--- src/rtl/wdt_pkg.sv ---
package wdt_pkg;
  localparam int unsigned NUM_LOCKS = 4;
  localparam int unsigned DATA_W    = 32;
  localparam int unsigned ADDR_W    = 3;
  localparam int unsigned CNT_W     = 16;
  localparam int unsigned KEY_W     = 16;

  localparam int unsigned LK_KICK = 0;
  localparam int unsigned LK_CHG  = 1;
  localparam int unsigned LK_DIS  = 2;
  localparam int unsigned LK_PSC  = 3;

  localparam logic [1:0] ST_IDLE = 2'd0;
  localparam logic [1:0] ST_ONE  = 2'd1;
  localparam logic [1:0] ST_TWO  = 2'd2;
  localparam logic [1:0] ST_OPEN = 2'd3;

  function automatic int unsigned lock_nkeys(int unsigned lk);
    return (lk == LK_DIS) ? 3 : 2;
  endfunction

  function automatic logic [KEY_W-1:0] lock_key(int unsigned lk, int unsigned step);
    logic [KEY_W-1:0] k;
    k = '0;
    case (lk)
      LK_KICK: k = (step == 0) ? 16'h5555 : 16'hAAAA;
      LK_CHG:  k = (step == 0) ? 16'h6666 : 16'hBBBB;
      LK_DIS:  k = (step == 0) ? 16'h7777 : (step == 1) ? 16'hCCCC : 16'hDDDD;
      default: k = (step == 0) ? 16'h5A5A : 16'hA5A5;
    endcase
    return k;
  endfunction
endpackage

--- src/rtl/wdt_lock.sv ---
module wdt_lock
  import wdt_pkg::*;
#(
  parameter int unsigned       NKEYS = 2,
  parameter logic [KEY_W-1:0]  KEY0  = '0,
  parameter logic [KEY_W-1:0]  KEY1  = '0,
  parameter logic [KEY_W-1:0]  KEY2  = '0
) (
  input  logic             clk_i,
  input  logic             rst_ni,
  input  logic             lock_we_i,
  input  logic             prot_we_i,
  input  logic [KEY_W-1:0] key_i,
  output logic [1:0]       state_o
);
  localparam logic [1:0] AFTER_SECOND = (NKEYS == 3) ? ST_TWO : ST_OPEN;

  logic [1:0]       state_q, state_d, adv;
  logic [KEY_W-1:0] exp_key;
  logic             has_step;

  always_comb begin
    exp_key  = KEY0;
    adv      = ST_ONE;
    has_step = 1'b1;
    unique case (state_q)
      ST_IDLE: ;
      ST_ONE: begin
        exp_key = KEY1;
        adv     = AFTER_SECOND;
      end
      ST_TWO: begin
        exp_key = KEY2;
        adv     = ST_OPEN;
      end
      default: has_step = 1'b0;
    endcase
  end

  always_comb begin
    state_d = state_q;
    if (prot_we_i) begin
      state_d = ST_IDLE;
    end else if (lock_we_i) begin
      if (has_step && key_i == exp_key) state_d = adv;
      else if (key_i == KEY0)           state_d = ST_ONE;
      else                              state_d = ST_IDLE;
    end
  end

  always_ff @(posedge clk_i or negedge rst_ni) begin
    if (!rst_ni) state_q <= ST_IDLE;
    else         state_q <= state_d;
  end

  assign state_o = state_q;
endmodule

--- src/rtl/wdt_prescaler.sv ---
module wdt_prescaler #(
  parameter int unsigned PSC_W = 16
) (
  input  logic             clk_i,
  input  logic             rst_ni,
  input  logic             en_i,
  input  logic             restart_i,
  input  logic [PSC_W-1:0] psc_i,
  output logic             tick_o
);
  logic [PSC_W-1:0] pre_q;

  // psc_i is never 0, so psc_i - 1 does not wrap
  assign tick_o = en_i && (pre_q >= psc_i - PSC_W'(1));

  always_ff @(posedge clk_i or negedge rst_ni) begin
    if (!rst_ni)        pre_q <= '0;
    else if (restart_i) pre_q <= '0;
    else if (en_i)      pre_q <= tick_o ? '0 : pre_q + PSC_W'(1);
  end
endmodule

--- src/rtl/wdt_counter.sv ---
module wdt_counter #(
  parameter int unsigned CNT_W = 16
) (
  input  logic             clk_i,
  input  logic             rst_ni,
  input  logic             tick_i,
  input  logic             reload_i,
  input  logic [CNT_W-1:0] chg_i,
  output logic             expire_o,
  output logic [CNT_W-1:0] cnt_o
);
  logic [CNT_W-1:0] cnt_q;

  assign expire_o = tick_i && (cnt_q == CNT_W'(1));

  always_ff @(posedge clk_i or negedge rst_ni) begin
    if (!rst_ni)       cnt_q <= '1;
    else if (reload_i) cnt_q <= chg_i;
    else if (tick_i)   cnt_q <= expire_o ? chg_i : cnt_q - CNT_W'(1);
  end

  assign cnt_o = cnt_q;
endmodule

--- src/rtl/keyed_watchdog.sv ---
module keyed_watchdog
  import wdt_pkg::*;
(
  input  logic              clk_i,
  input  logic              rst_ni,
  input  logic [ADDR_W-1:0] addr_i,
  input  logic              we_i,
  input  logic [DATA_W-1:0] wdata_i,
  output logic [DATA_W-1:0] rdata_o,
  output logic              wdt_rst_o
);
  localparam int unsigned NUM_REGS = 2 * NUM_LOCKS;
  localparam logic [DATA_W-1:0] CNT_MAX = {{(DATA_W-CNT_W){1'b0}}, {CNT_W{1'b1}}};

  logic [NUM_REGS-1:0]        hit;
  logic [NUM_LOCKS-1:0]       lock_we, prot_we, prot_ok;
  logic [NUM_LOCKS-1:0][1:0]  lock_st;
  logic                       en_q, rst_q, tick, expire;
  logic [CNT_W-1:0]           chg_q, psc_q, cnt_q, chg_new, psc_new;

  assign hit = {NUM_REGS{we_i}} & (NUM_REGS'(1) << addr_i);

  for (genvar k = 0; k < NUM_LOCKS; k++) begin : g_lock
    assign lock_we[k] = hit[2*k];
    assign prot_we[k] = hit[2*k+1];
    assign prot_ok[k] = prot_we[k] && (lock_st[k] == ST_OPEN);

    wdt_lock #(
      .NKEYS (lock_nkeys(k)),
      .KEY0  (lock_key(k, 0)),
      .KEY1  (lock_key(k, 1)),
      .KEY2  (lock_key(k, 2))
    ) u_lock (
      .clk_i     (clk_i),
      .rst_ni    (rst_ni),
      .lock_we_i (lock_we[k]),
      .prot_we_i (prot_we[k]),
      .key_i     (wdata_i[KEY_W-1:0]),
      .state_o   (lock_st[k])
    );
  end

  // clamp reload to [1, max]; prescale 0 acts as 1
  always_comb begin
    if (wdata_i == '0)         chg_new = CNT_W'(1);
    else if (wdata_i > CNT_MAX) chg_new = '1;
    else                        chg_new = wdata_i[CNT_W-1:0];
    psc_new = (wdata_i[CNT_W-1:0] == '0) ? CNT_W'(1) : wdata_i[CNT_W-1:0];
  end

  always_ff @(posedge clk_i or negedge rst_ni) begin
    if (!rst_ni) begin
      en_q  <= 1'b0;
      chg_q <= '1;
      psc_q <= '1;
      rst_q <= 1'b0;
    end else begin
      if (prot_ok[LK_DIS]) en_q  <= wdata_i[0];
      if (prot_ok[LK_CHG]) chg_q <= chg_new;
      if (prot_ok[LK_PSC]) psc_q <= psc_new;
      rst_q <= expire;
    end
  end

  wdt_prescaler #(.PSC_W(CNT_W)) u_psc (
    .clk_i     (clk_i),
    .rst_ni    (rst_ni),
    .en_i      (en_q),
    .restart_i (prot_ok[LK_KICK]),
    .psc_i     (psc_q),
    .tick_o    (tick)
  );

  wdt_counter #(.CNT_W(CNT_W)) u_cnt (
    .clk_i    (clk_i),
    .rst_ni   (rst_ni),
    .tick_i   (tick),
    .reload_i (prot_ok[LK_KICK]),
    .chg_i    (chg_q),
    .expire_o (expire),
    .cnt_o    (cnt_q)
  );

  assign rdata_o   = addr_i[0] ? '0 : {{(DATA_W-2){1'b0}}, lock_st[addr_i[ADDR_W-1:1]]};
  assign wdt_rst_o = rst_q;
endmodule

--- config.mk ---
export PLATFORM = sky130hd
export DESIGN_NAME = keyed_watchdog
export DESIGN_NICKNAME = d
export VERILOG_FILES = /design/src/rtl/wdt_pkg.sv /design/src/rtl/wdt_lock.sv /design/src/rtl/wdt_prescaler.sv /design/src/rtl/wdt_counter.sv /design/src/rtl/keyed_watchdog.sv
export SDC_FILE = /design/constraint.sdc
export NUM_CORES = 1
export LEC_CHECK = 0
export BUFFER_PORTS_ARGS = -buffer_cell sky130_fd_sc_hd__buf_2
export CAP_MARGIN = 25
export CORE_MARGIN = 5
export CORE_UTILIZATION = 50
export CTS_BUF_LIST = sky130_fd_sc_hd__clkbuf_8
export DETAILED_ROUTE_END_ITERATION = 7
export GPL_TIMING_DRIVEN = 0
export PLACE_DENSITY = 0.71
export SYNTH_ARGS = -nofsm -noshare
export SYNTH_HDL_FRONTEND = slang
export SYNTH_SLANG_ARGS = --single-unit
--- constraint.sdc ---
create_clock -name clk_i -period 4.3 [get_ports clk_i]
set_clock_uncertainty 0.1 [all_clocks]
set_input_delay 0.86 -clock clk_i [delete_from_list [all_inputs] [get_ports clk_i]]
set_output_delay 0.86 -clock clk_i [all_outputs]
set_load 0.1 [all_outputs]
After elaboration in Yosys (flattened, before gate mapping)
Cells that the tools add are included.
Widths: inputs -> output; s select.
Storage, ports and cells
  register bits after elaboration: 74
  output and inout port bits: 33
  logic and storage cells: 108
Operators by class
  add/subtract/negate cells: 3
  $lt $le $gt $ge: 3
  equality and inequality tests: 21
  shift operators: 1
  multiplexer cells: 40
  bitwise operators: 1
  reduce and logical (&&, ||, !) cells: 29
Operators with widths (number)
  $mux 16: 12
  $eq 16x15->1 const B: 4
  $eq 16x16->1: 4
  $mux 2: 17
  $gt 32x16->1 const B: 1
  $logic_not 32->1: 1
  $pmux 16 s2: 1
  $sub 16x1->16 const B: 2
  $add 16x1->16 const B: 1
  $eq 16x1->1 const B: 1
  $eq 2x2->1 const B: 8
  $ge 16x16->1: 1
  $logic_not 16->1: 1
  $reduce_bool 2->1: 6
  $reduce_or 3->1: 4
  $logic_and 1x1->1: 10
  $and 8x8->8: 1
  $eq 2x1->1 const B: 4
  $logic_not 2->1: 4
  $mux 1: 8
  $shl 1x3->8 const A: 1
  $reduce_or 2->1: 3
  $bmux 2 s2: 1
  $pmux 2 s2: 1
  $lt 2x3->1 const B: 1

Depth between registers and ports, before layout
  depth in word-level cells: 8
  gate-level depth with buffers: 16

Cells and area by module
Synthesis repeated with hierarchy kept, for this count alone.
Second synthesis, totals
  cells, all modules: 594
  area total of the unflattened synthesis: 5718.0 sq um
By module, submodules not included
  keyed_watchdog: times used 1, cells an instance 175, area each 1964.4 sq um, sequential area each 890.9 sq um
  wdt_prescaler: times used 1, cells an instance 199, area each 1635.3 sq um, sequential area each 400.4 sq um
  wdt_counter: times used 1, cells an instance 124, area each 1179.9 sq um, sequential area each 420.4 sq um
  wdt_lock at g_lock[2].u_lock: times used 1, cells an instance 32, area each 271.5 sq um, sequential area each 50.0 sq um
  wdt_lock at g_lock[0].u_lock: times used 1, cells an instance 20, area each 235.2 sq um, sequential area each 50.0 sq um
  wdt_lock at g_lock[1].u_lock: times used 1, cells an instance 24, area each 220.2 sq um, sequential area each 50.0 sq um
  wdt_lock at g_lock[3].u_lock: times used 1, cells an instance 20, area each 211.5 sq um, sequential area each 50.0 sq um

Worst setup path after synthesis
Ideal clock, no wire load.
  path type: register to register
  start: register psc_q[5]
  end: register u_cnt.cnt_q[13] (netlist: u_cnt.cnt_o[13])
  arrival time: 3.739 ns
  slack: 0.378 ns
  stages on the path, launching flop included: 16
  path buffers: 2
  clock period less this slack: 3.922 ns
  path through: dfstp_2 -> nor4_1 -> nand2_1 -> or4_1 -> nor4_1 -> xnor2_1 -> ha_1 -> nand4_1 -> or3_1 -> or4_4 -> nand4_4 -> and2_4 -> buf_6 -> buf_8 -> nor4_1 -> a221o_1
On the way
  longest elaborated chain between the ends: 7
  elaborated cells on any way between the ends: 8
  those cells by class: 1 x add/sub; 1 x order compare; 3 x mux; 3 x reduce/logical
RTL lines
  start: declaration: line keyed_watchdog.sv:19  | logic [CNT_W-1:0] chg_q, psc_q, cnt_q, chg_new, psc_new;
  start signal: assignment: line keyed_watchdog.sv:60  | if (prot_ok[LK_PSC]) psc_q <= psc_new;
  $sub 16x1->16 (*): line wdt_prescaler.sv:14  | assign tick_o = en_i && (pre_q >= psc_i - PSC_W'(1));
  $ge 16x16->1 (*): line wdt_prescaler.sv:14
  $logic_and 1x1->1 (*): line wdt_prescaler.sv:14
  $logic_and 1x1->1: line wdt_counter.sv:14  | assign expire_o = tick_i && (cnt_q == CNT_W'(1));
  $mux 16 (2 in a row): line wdt_counter.sv:19  | else if (tick_i) cnt_q <= expire_o ? chg_i : cnt_q - CNT_W'(1);
  $mux 16: line wdt_counter.sv:18  | else if (reload_i) cnt_q <= chg_i;
  end signal: assignment: line wdt_counter.sv:18
  end signal: assignment: line wdt_counter.sv:19
  end: declaration: line wdt_counter.sv:12  | logic [CNT_W-1:0] cnt_q;
Mark *: on every way between the ends. The rest lies on a longest branch, timed or not. The select of a mux whose other input is x is not followed.
A chain may end at the register's enable or synchronous reset.

Worst setup path after layout
  start: register psc_q[3]
  end: register u_cnt.cnt_q[13] (netlist: u_cnt.cnt_o[13])
Same word-level chain as after synthesis.

==> results.sh <==
export IMPL_cts_max_level=3
export IMPL_port_buffers=39
export IMPL_yosysWarnings=0
export IMPL_finish_net_count=645
export IMPL_first_pass_iters=5
export IMPL_postCtsHoldBufs=0
export IMPL_hold_class="reg2reg"
export IMPL_multi_input_area_sq_um=2640
export IMPL_post_dp_hpwl_um=8520
export IMPL_path_clk_slew_ns=0.08
export IMPL_n_antenna_cell=0
export IMPL_crit_fanout=10
export IMPL_post_drt_wl_per_cell_um=16.0
export IMPL_die_w_um=108
export IMPL_ys_ff_latch=74
export IMPL_wl_um=11400
export IMPL_cts_tree="built"
export IMPL_grt_overflow_total=0
export IMPL_post_synth_top_area_cell="dfstp_2"
export IMPL_max_clock_freq_ghz=0.239
export IMPL_clockBufferDepth=2
export IMPL_netlist_instances=496
export IMPL_track_usage=0.202
export IMPL_relSlewSlack=0.400
export IMPL_arrival_ns=4.36
export IMPL_worst_skew_pair_late_latency_ns=0.35
export IMPL_synth_top_area_share=0.264
export IMPL_synth_area_leaders="dfstp_2, dfrtp_1, ha_1"
export IMPL_vias=3996
export IMPL_drv_cap=0
export IMPL_powerDensity_nw_per_um2=271
export IMPL_antenna_found_initial=0
export IMPL_synth_edff_count=0
export IMPL_power_static_leakage_nw=2.52
export IMPL_status="completed"
export IMPL_crit_path_top_delay_cell="or4_4"
export IMPL_root_buffer="clkbuf_8"
export IMPL_crit_path_max_incr_delay_ns=0.57
export IMPL_synth_distinct_cells=60
export IMPL_finalMaxSlewViolations=0
export IMPL_drive_gt1_frac=0.302
export IMPL_n_fill_cell=809
export IMPL_min_period_ns=4.18
export IMPL_initial_core_util=0.515
export IMPL_area_growth_pct=15.7
export IMPL_instances_no_fill=712
export IMPL_grt_max_degree=75
export IMPL_drtIter0Drc=276
export IMPL_cts_sink_count=74
export IMPL_chipHeight_um=108
export IMPL_ant_nets=0
export IMPL_synth_most_common_cell="dfstp_2"
export IMPL_irDropWorstVdd_mv=0.234
export IMPL_final_hold_viol_count=0
export IMPL_tightest_slew_ns=0.899
export IMPL_cp_end_kind="register"
export IMPL_cp_start_kind="register"
export IMPL_globalplace_congestion=0.938
export IMPL_finalCritPeriodShare=0.972
export IMPL_die_area_sq_um=11600
export IMPL_coreArea_sq_um=9280
export IMPL_place_inst=693
export IMPL_ff_latch_area_sq_um=1910
export IMPL_rows=35
export IMPL_ys_async_sr_fraction=1.00
export IMPL_cp_cell_sequence="nor4_4, nand2_2, or4_4, nor4_4, xnor2_1, ha_1, nand4_1, or3_1, or4_4, nand4_4, and2_4, buf_6, buf_8, nor4_1, a221o_1"
export IMPL_post_drt_via_cell_ratio=5.61
export IMPL_grt_pass1_wl_um=18800
export IMPL_cts_buffers=9
export IMPL_drc=0
export IMPL_required_ns=4.48
export IMPL_path_class="reg2reg"
export IMPL_io_pins=71
export IMPL_synthesis_area_sq_um=4790
export IMPL_grt_pass1_vias=3845
export IMPL_yosysSeqAreaShare=0.399
export IMPL_synth_avg_cell_area_sq_um=9.65
export IMPL_setup_viol=0
export IMPL_setup_tns_ns=0
export IMPL_synthTopCellsByCount="dfstp_2, nand2_1, nor2_1"
export IMPL_synth_ff_type="dfstp_2"
## repair_timing
action | 4_1_cts | 5_1_grt
setup endpoints to repair | 7 | 26
setup buffers | 0 | 3
endpoints found under the hold margin | 0 | 0
gates resized for setup | 1 | 10
pin swaps | 0 | 3
## layer usage
metal  wire length, um  track usage
met4               139       0.0559
met2              5430        0.338
met1              5140        0.270
met5                 0            0
met3               684       0.0348
## final cells by class
type | count | area share
multi-input combinational | 388 | 0.478
sequential | 74 | 0.345
buffer | 47 | 0.0579
timing repair buffer | 42 | 0.0398
tap | 129 | 0.0292
clock buffer | 10 | 0.0249
clock inverter | 6 | 0.0147
inverter | 16 | 0.0108
## critical path, delay by kind of cell, from the launching register on
kind | cells | cell delay (ns)
AOI/OAI and AO/OA | 1 | 0.27
DFF | 1 | 0.41
xor gates and xnor gates | 1 | 0.11
and+or+nand+nor | 10 | 2.66
adders and majority gates | 1 | 0.30
buffers and inverters | 2 | 0.25
## report_power, final
group | internal (W) | switching [W] | leakage (nW)
sequential | 0.000698 | 0.00000000109 | 0.860
combinational | 0.0000361 | 0.000158 | 1.55
clock | 0.000339 | 0.000267 | 0.113
## logic make-up after synthesis
group | count (synthesis) | share of synthesized area
AND/OR/NAND/NOR | 192 | 0.210
AO/OA/AOI/OAI | 86 | 0.125
flip-flops | 74 | 0.399
buffers and inverters | 63 | 0.0790
adder cells (fa/ha/maj) | 29 | 0.0758
multiplexers | 26 | 0.0638
XOR/XNOR | 25 | 0.0458
other | 1 | 0.000784
## sequential cells by signal, summed over array words and instances (netlist names)
name / count
g_lock.u_lock.state_o: 8
u_psc.pre_q: 16
wdt_rst_o: 1
en_q: 1
chg_q: 16
psc_q: 16
u_cnt.cnt_o: 16
## layout by cell type, fill, tap and decap left out, types with 4 or more instances in the layout
cell       n
dfstp_2   48
nand2_1   44
buf_2     43
nor2_1    42
buf_4     35
conb_1    30
ha_1      28
dfrtp_1   26
a21oi_1   20
nor3_1    18
inv_1     17
nand4_1   16
mux2_2    16
o22a_1    15
xor2_1    13
o21ai_0   13
nand3_1   13
xnor2_1   12
nor4_1    10
clkbuf_8  10
or3_1      9
mux2i_1    8
clkbuf_1   7
o22ai_1    7
and3_1     5
and4_1     5
or4_1      4
nand3b_1   4
o211ai_1   4
## metrics by stage
stage	hold WS, ns	power, W	instance area (sq um)	setup WS, ns	util
6_report	0.394	0.00150	5540	0.121	0.596
3_5_place_dp	0.383	0.000903	5250	-0.0118	0.566
4_1_cts	0.395	0.00151	5480	0.0367	0.590
2_1_floorplan	0.354	0.000855	4890	0.378	-
5_1_grt	0.410	0.00155	5540	-0.0192	0.596
3_3_place_gp	0.371	0.000901	5250	0.0966	0.566
## path summary, 6_finish.rpt
check | cells after the start | start | slack [ns] | endpoint
max in group asynchronous | 1 | rst_ni | 2.99 | u_psc.pre_q[3]
min | 2 | u_cnt.cnt_o[11] | 0.39 | u_cnt.cnt_o[11]
max reg2reg | 15 | psc_q[3] | 0.12 | u_cnt.cnt_o[13]
min in group asynchronous | 1 | rst_ni | 0.53 | g_lock[1].u_lock.state_o[1]
min reg2reg | 2 | u_cnt.cnt_o[11] | 0.39 | u_cnt.cnt_o[11]
max | 15 | psc_q[3] | 0.12 | u_cnt.cnt_o[13]
Note: power is estimated with default switching activity, not from simulation.
